File: config.mk
export PLATFORM = sky130hd
export DESIGN_NAME = uart_rx_status
export DESIGN_NICKNAME = d
export VERILOG_FILES = /design/src/rtl/uart_rx_status.sv
export SDC_FILE = /design/constraint.sdc
export NUM_CORES = 1
export LEC_CHECK = 0
export ABC_AREA = 1
export ABC_CLOCK_PERIOD_IN_PS = 4550
export BUFFER_PORTS_ARGS = -buffer_cell sky130_fd_sc_hd__buf_4
export CAP_MARGIN = 20
export CORE_MARGIN = 3
export CORE_UTILIZATION = 45
export CTS_CLUSTER_DIAMETER = 150
export DETAILED_ROUTE_END_ITERATION = 7
export GPL_TIMING_DRIVEN = 0
export PLACE_DENSITY_LB_ADDON = 0.12
export RECOVER_POWER = 25
export SLEW_MARGIN = 40
export SYNTH_ARGS = -nofsm -noshare
export SYNTH_HDL_FRONTEND = slang
export SYNTH_SLANG_ARGS = --single-unit
export TNS_END_PERCENT = 100
File: constraint.sdc
create_clock -name clk -period 4.55 [get_ports clk]
set_input_delay 0.455 -clock clk [delete_from_list [all_inputs] [get_ports clk]]
set_output_delay 0.455 -clock clk [all_outputs]
set_load 0.03 [all_outputs]
File: src/rtl/uart_rx_status.sv
module uart_rx_status #(
  parameter int DW  = 8,
  parameter int OVS = 16
) (
  input  logic          clk,
  input  logic          rst_n,
  input  logic          tick16,
  input  logic          rxd,
  input  logic          rx_en,
  input  logic          rd_en,
  output logic [DW-1:0] rd_data,
  input  logic          stat_wr,
  input  logic [7:0]    stat_wdata,
  output logic [7:0]    stat_rdata,
  output logic          irq
);
  localparam int CW = $clog2(OVS);
  localparam int BW = $clog2(DW);
  localparam int EW = DW + 2;

  typedef enum logic [1:0] {S_IDLE, S_START, S_DATA, S_STOP} st_t;

  st_t           st;
  logic [CW-1:0] cnt;
  logic [BW-1:0] bidx;
  logic [DW-1:0] sh;
  logic          drop;
  logic [EW-1:0] e0, e1, hold;
  logic          hold_v;
  logic [1:0]    fcnt;
  logic          ie;

  wire full      = (fcnt == 2'd2);
  wire avail     = (fcnt != 2'd0);
  wire done      = tick16 && (st == S_STOP) && (cnt == CW'(OVS-1));
  wire start_det = tick16 && (st == S_IDLE) && !rxd;
  wire pop       = rd_en && avail;
  wire push_hold = hold_v && !full;
  wire push_new  = done && !drop && !hold_v && !full;
  wire push      = push_hold || push_new;
  wire [EW-1:0] new_ent = {1'b0, !rxd, sh};
  wire [EW-1:0] pd      = hold_v ? hold : new_ent;

  always_ff @(posedge clk or negedge rst_n) begin
    if (!rst_n) begin
      st <= S_IDLE; cnt <= '0; bidx <= '0; sh <= '0; drop <= 1'b0;
      e0 <= '0; e1 <= '0; hold <= '0; hold_v <= 1'b0; fcnt <= 2'd0;
    end else if (!rx_en) begin
      st <= S_IDLE; cnt <= '0; bidx <= '0; drop <= 1'b0;
      hold_v <= 1'b0; fcnt <= 2'd0;
    end else begin
      if (tick16) begin
        case (st)
          S_IDLE: if (!rxd) begin
            st   <= S_START;
            cnt  <= '0;
            drop <= full && hold_v;
          end
          S_START: begin
            if (cnt == CW'(OVS/2 - 1)) begin
              st   <= rxd ? S_IDLE : S_DATA;
              cnt  <= '0;
              bidx <= '0;
            end else cnt <= cnt + 1'b1;
          end
          S_DATA: begin
            if (cnt == CW'(OVS-1)) begin
              cnt  <= '0;
              sh   <= {rxd, sh[DW-1:1]};
              bidx <= bidx + 1'b1;
              if (bidx == BW'(DW-1)) st <= S_STOP;
            end else cnt <= cnt + 1'b1;
          end
          S_STOP: begin
            if (cnt == CW'(OVS-1)) begin
              st  <= S_IDLE;
              cnt <= '0;
            end else cnt <= cnt + 1'b1;
          end
          default: st <= S_IDLE;
        endcase
      end

      if (done && !drop && !hold_v && full) begin
        hold   <= new_ent;
        hold_v <= 1'b1;
      end else if (push_hold) begin
        hold_v <= 1'b0;
      end else if (start_det && full && hold_v) begin
        hold[EW-1] <= 1'b1;
      end

      case ({push, pop})
        2'b11: begin
          if (fcnt == 2'd1) e0 <= pd;
          else begin e0 <= e1; e1 <= pd; end
        end
        2'b01: begin e0 <= e1; fcnt <= fcnt - 1'b1; end
        2'b10: begin
          if (fcnt == 2'd0) e0 <= pd; else e1 <= pd;
          fcnt <= fcnt + 1'b1;
        end
        default: ;
      endcase
    end
  end

  always_ff @(posedge clk or negedge rst_n) begin
    if (!rst_n)       ie <= 1'b0;
    else if (stat_wr) ie <= stat_wdata[0];
  end

  assign rd_data    = avail ? e0[DW-1:0] : '0;
  assign stat_rdata = {avail, 2'b00, avail & e0[DW], avail & e0[DW+1], 2'b00, ie};
  assign irq        = avail & ie;
endmodule


## Word level (Yosys, flattened, before mapping)

Cells that the tools add are included.

- Bits in registers: 52
- Input bits: 15
- Output and inout bits: 17
- Word-level logic and storage cells: 119

- Add/subtract/negate cells: 4
- Equal/unequal tests: 26
- Muxes and demuxes: 40
- Bitwise operators: 3
- Reduce and logical (&&, ||, !) cells: 34

Operators by type and width:

| kind | count |
|---|---|
| 10-bit 2-to-1 mux | 5 |
| 10-bit one-hot mux with 3 select lines | 1 |
| 4-bit 2-to-1 mux | 5 |
| 10-bit one-hot mux with 2 select lines | 1 |
| 2-bit 2-to-1 mux | 9 |
| 1-bit logical AND | 13 |
| 3-bit 2-to-1 mux | 4 |
| 3-bit inequality test, second input constant | 4 |
| 4-bit one-hot mux with 3 select lines | 1 |
| 4-bit AND reduction | 3 |
| 2-bit equality test, second input constant | 5 |
| 1-bit 2-to-1 mux | 10 |
| 2-bit inequality test, second input constant | 5 |
| 3-bit by 1-bit inequality test with 1-bit output, second input constant | 3 |
| 3-bit AND reduction | 3 |
| 8-bit 2-to-1 mux | 1 |
| 2-bit one-hot mux with 4 select lines | 1 |
| 2-bit by 1-bit equality test with 1-bit output, second input constant | 3 |
| 3-bit one-hot mux with 2 select lines | 1 |
| 6-bit AND reduction | 1 |
| 2-bit nonzero test | 3 |
| 4-bit by 1-bit adder with 4-bit output, second input constant | 1 |
| 4-bit by 3-bit equality test with 1-bit output, second input constant | 1 |
| 4-bit equality test, second input constant | 1 |
| other kinds (14) | 22 |

## Depth between registers and ports, before layout

- Depth after elaboration: 10
- Mapped depth: 15
- Depth with buffers taken out: 14

## Least setup slack after synthesis

Ideal clock, no wire load.

- Path kind: register to register
- Start: reg cnt[0]
- End: reg e0[0]
- Library setup time: 0.117 ns
- Data arrival time: 1.944 ns
- Required time: 4.433 ns
- Setup slack: 2.489 ns
- Cell stages (with the launch flop): 16
- Path buffers: 1
- Period minus slack after synthesis: 2.061 ns
- Cell sequence: dfrtp_1 ha_1 nand3_1 inv_2 nand2_1 nand2_1 nand2_1 inv_1 ha_1 inv_1 clkbuf_1 nor2_1 o21ai_0 nand2_1 nand3_1 nand2_1

- Word-level cells in the longest chain between the ends: 9
- Elaborated cells on any way between the ends: 13
- Classes of those cells: eq/ne: 5; mux: 1; reduce/logical: 7

Ends and longest elaborated chain:

| what | line | RTL |
|---|---|---|
| start: declaration | 24 | `logic [CW-1:0] cnt;` |
| start signal: assignment | 64 | `end else cnt <= cnt + 1'b1;` |
| start signal: assignment | 72 | `end else cnt <= cnt + 1'b1;` |
| start signal: assignment | 78 | `end else cnt <= cnt + 1'b1;` |
| 4-bit equality test (*) | 35 | `wire done = tick16 && (st == S_STOP) && (cnt == CW'(OVS-1));` |
| 1-bit logical AND (*) | 35 |  |
| 1-bit logical AND (*) (3 in a row) | 39 | `wire push_new = done && !drop && !hold_v && !full;` |
| 1-bit logical OR (*) | 40 | `wire push = push_hold \|\| push_new;` |
| 2-bit equality test or 2-bit by 1-bit equality test with 1-bit output (tied branches) | 93 | `case ({push, pop})` |
| 2-bit inequality test (no line) or 3-bit nonzero test (tied branches) | -- |  |
| 3-bit AND reduction (no line) | -- |  |
| end signal: assignment | 95 | `if (fcnt == 2'd1) e0 <= pd;` |
| end signal: assignment | 100 | `if (fcnt == 2'd0) e0 <= pd; else e1 <= pd;` |
| end: declaration | 28 | `logic [EW-1:0] e0, e1, hold;` |

Every way passes the cells marked *; elsewhere a longest branch is shown, timed or not.
A chain may end at the register's enable or synchronous reset.

==> results_dict.tcl <==
set metrics [dict create \
    status "finished with violations" \
    violations "max-capacitance violations, max-slew violations" \
    timing.fmax_ghz 0.381 \
    period_needed_ps 2630 \
    crit_start "rst_n" \
    leakage_nw 1.65 \
    areaGrowthSynthToFinish_pct 11.5 \
    first_iter_violations 111 \
    rsz0062_at_grt "no" \
    fin_ws_ps 1920 \
    critPathCaptureType "asynchronous set/reset pin" \
    intPower_uw 773 \
    drv_cap 1 \
    cp.buffers_inverters 1 \
    drt-total-wl_microns 5630 \
    timing.final.crit_share_pct 57.7 \
    crit_slowest_cell "clkbuf_1" \
    grt_pass1_wl_microns 10600 \
    synth_edf_count 0 \
    worstSkewPairLatency_ps 300 \
    ctsRootBufferMaster "clkbuf_8" \
    cts_made_buffers 5 \
    synth-seq-cells 52 \
    power-per-cell-area_nw_per_um2 366 \
    slew_viol_final 53 \
    required_ps 4360 \
    critPathMaxStageDelay_ps 1940 \
    final_common_cell "nand2_1" \
    synth_warnings 0 \
    r2r_start "cnt[0]" \
    synthMuxAreaShare_pct 0.340 \
    p_sw_uw 430 \
    pwr-share-comb_pct 31.1 \
    grt_start_max_net_pins 53 \
    port_buffers 19 \
    postCtsSetupBuffers 0 \
    tns_ps 0 \
    grtUsageTotal_pct 17.1 \
    antenna_found_initial 0 \
    min-delay-start "stat_wr" \
    hpwl_microns 4290 \
    synthArstFlopShare_pct 100 \
    cts_tree "done" \
    criticalPathCategory "in -> async" \
    nNetsFinal 464 \
    antennaDiodeCount 0 \
    ant_nets 0 \
    rows 28 \
    crit_family "buffers and inverters" \
    wl_per_cell_microns 10.9 \
    crit_chain "clkbuf_1" \
    start_kind "primary input" \
    die_w_microns 86.9 \
    tightest_slew_ps 2800 \
    fin_skew_ps 7.67 \
    hp-class "in -> reg" \
    power_mw 1.20 \
    crit_fanout 52 \
    setup_viol 0 \
    sequentialPowerShare_pct 46.4 \
    synth-adder-area-share_pct 3.82 \
    grt_pass1_vias 2473 \
    relSlewSlack_pct -86.8 \
    r2r_end "e0[0]" \
    route.vias.total 2486 \
    synth-main-ff-cell "dfrtp_1" \
    synth_top_family_by_area "simple AND/OR/NAND/NOR gates" \
    gp_congestion 0.766 \
    arrival_ps 2440 \
    clk_pin_slew_ps 90 \
    switching_share_pct 35.7 \
    rr_worst_depth 15 \
    hold_viol_final 0 \
    initial_core_util_pct 48.1 \
    post-place-ws_ps 2140 \
    via_per_inst 4.82 \
    cts.sinks 52 \
    grt_overflow 0 \
    ioPinCount 32 \
    route.detailed.drc 0 \
    final_layout_size_suffix_gt1_share_pct 11.8 \
    synth_area_per_cell_sq_um 7.17 \
    hold_ws_ps 360 \
    cts_max_level 2 \
    coreArea_sq_um 6130 \
    synth_simple_gate_area_share_pct 27.5 \
    cts_resized 0 \
    path_depth 1 \
    design_area_sq_um 3290 \
    synth_xor_area_share_pct 0.297 \
    postSynthCellCount 411 \
    final_cell_mix "nand2_1 (127), dfrtp_1 (52), inv_1 (48), o21ai_0 (39), nor2_1 (38)" \
    synth-compound-area-share_pct 12.9 \
    syn_area_sq_um 2950 \
    synth_seq_area_share_pct 44.1 \
    yosys.cell_types.count 28 \
    ir_worst_vdd_uv 203 \
    dieArea_sq_um 7560 \
    ff2ff_setup_slack_ps 2110 \
    dpl-instance-area_sq_um 3200 \
    worstHoldPathCells 2 \
    holdPathEnd "ie" \
    clkPwrFrac_pct 22.5 \
    die_y_microns 86.9 \
    clockBufferDepth 2 \
    firstDrtPassIters 4 \
    cts_hold_buf 0 \
]
[how the worst max path moves through the flow]
stage	slack, ps	to
after global placement	2200	e0[0]
after floorplan	2490	e0[0]
after CTS	2110	e0[3]
after detailed placement	2140	e0[3]
after global routing	1410	e1[7]
final	1920	sh[0]
[cells in the mapped netlist, types with 3 or more instances]
library cell,count,area share [%]
a21oi_1,8,1.4
nand2_1,127,16
ha_1,9,3.8
nand3_1,21,3.6
dfrtp_1,52,44
o21ai_0,39,6.6
buf_2,5,0.85
inv_1,48,6.1
o21ai_1,21,3.6
clkbuf_1,8,1.0
nor2_1,38,4.8
inv_2,6,0.76
buf_4,7,1.8
nand2_2,3,0.64
[layer usage]
layer	GRT usage, %	up-vias	share of wire [%]	wire [microns]
met5	0	-	0	0
li1	-	1333	-	-
met4	5.67	0	0.76	43
met2	31.1	52	49	2760
met1	19.9	1099	45	2560
met3	3.31	2	4.7	264
[state kept, by name, indices dropped and copies added (netlist names)]
name	count
fcnt	2
drop	1
e1	10
sh	8
ie	1
hold	10
st	2
bidx	3
e0	10
hold_v	1
cnt	4
[power groups by stage]
stage | clock, mW | sequential (mW) | combinational (mW)
after global placement | 0 | 0.563 | 0.370
after floorplan | 0 | 0.556 | 0.283
after global routing | 0.299 | 0.566 | 0.431
after CTS | 0.285 | 0.558 | 0.379
final | 0.271 | 0.557 | 0.374
after detailed placement | 0 | 0.567 | 0.378
[logic make-up after synthesis]
kind of cell / count (synthesis)
AOI/OAI and AO/OA: 74
adders and majority gates: 9
DFF: 52
xor gates and xnor gates: 1
and+or+nand+nor: 198
buffers and inverters: 75
muxes: 1
other: 1
[metrics by stage]
step | util (%) | instances
detailed placement | 52.1 | 508
global route | 53.6 | 516
finish | 53.6 | 516
global placement | 52.1 | 508
floorplan | - | 414
CTS | 53.7 | 516
[cell type report]
| type | count | area [sq um] |
|---|---|---|
| Fill cell | 611 | 2850 |
| Multi-Input combinational cell | 287 | 1340 |
| Clock inverter | 1 | 7.51 |
| Clock buffer | 7 | 86.3 |
| Sequential cell | 52 | 1300 |
| Tap cell | 75 | 93.8 |
| Timing Repair Buffer | 19 | 139 |
| Buffer | 21 | 119 |
| Inverter | 54 | 203 |
No activity file was read; power rests on OpenSTA's default activity.
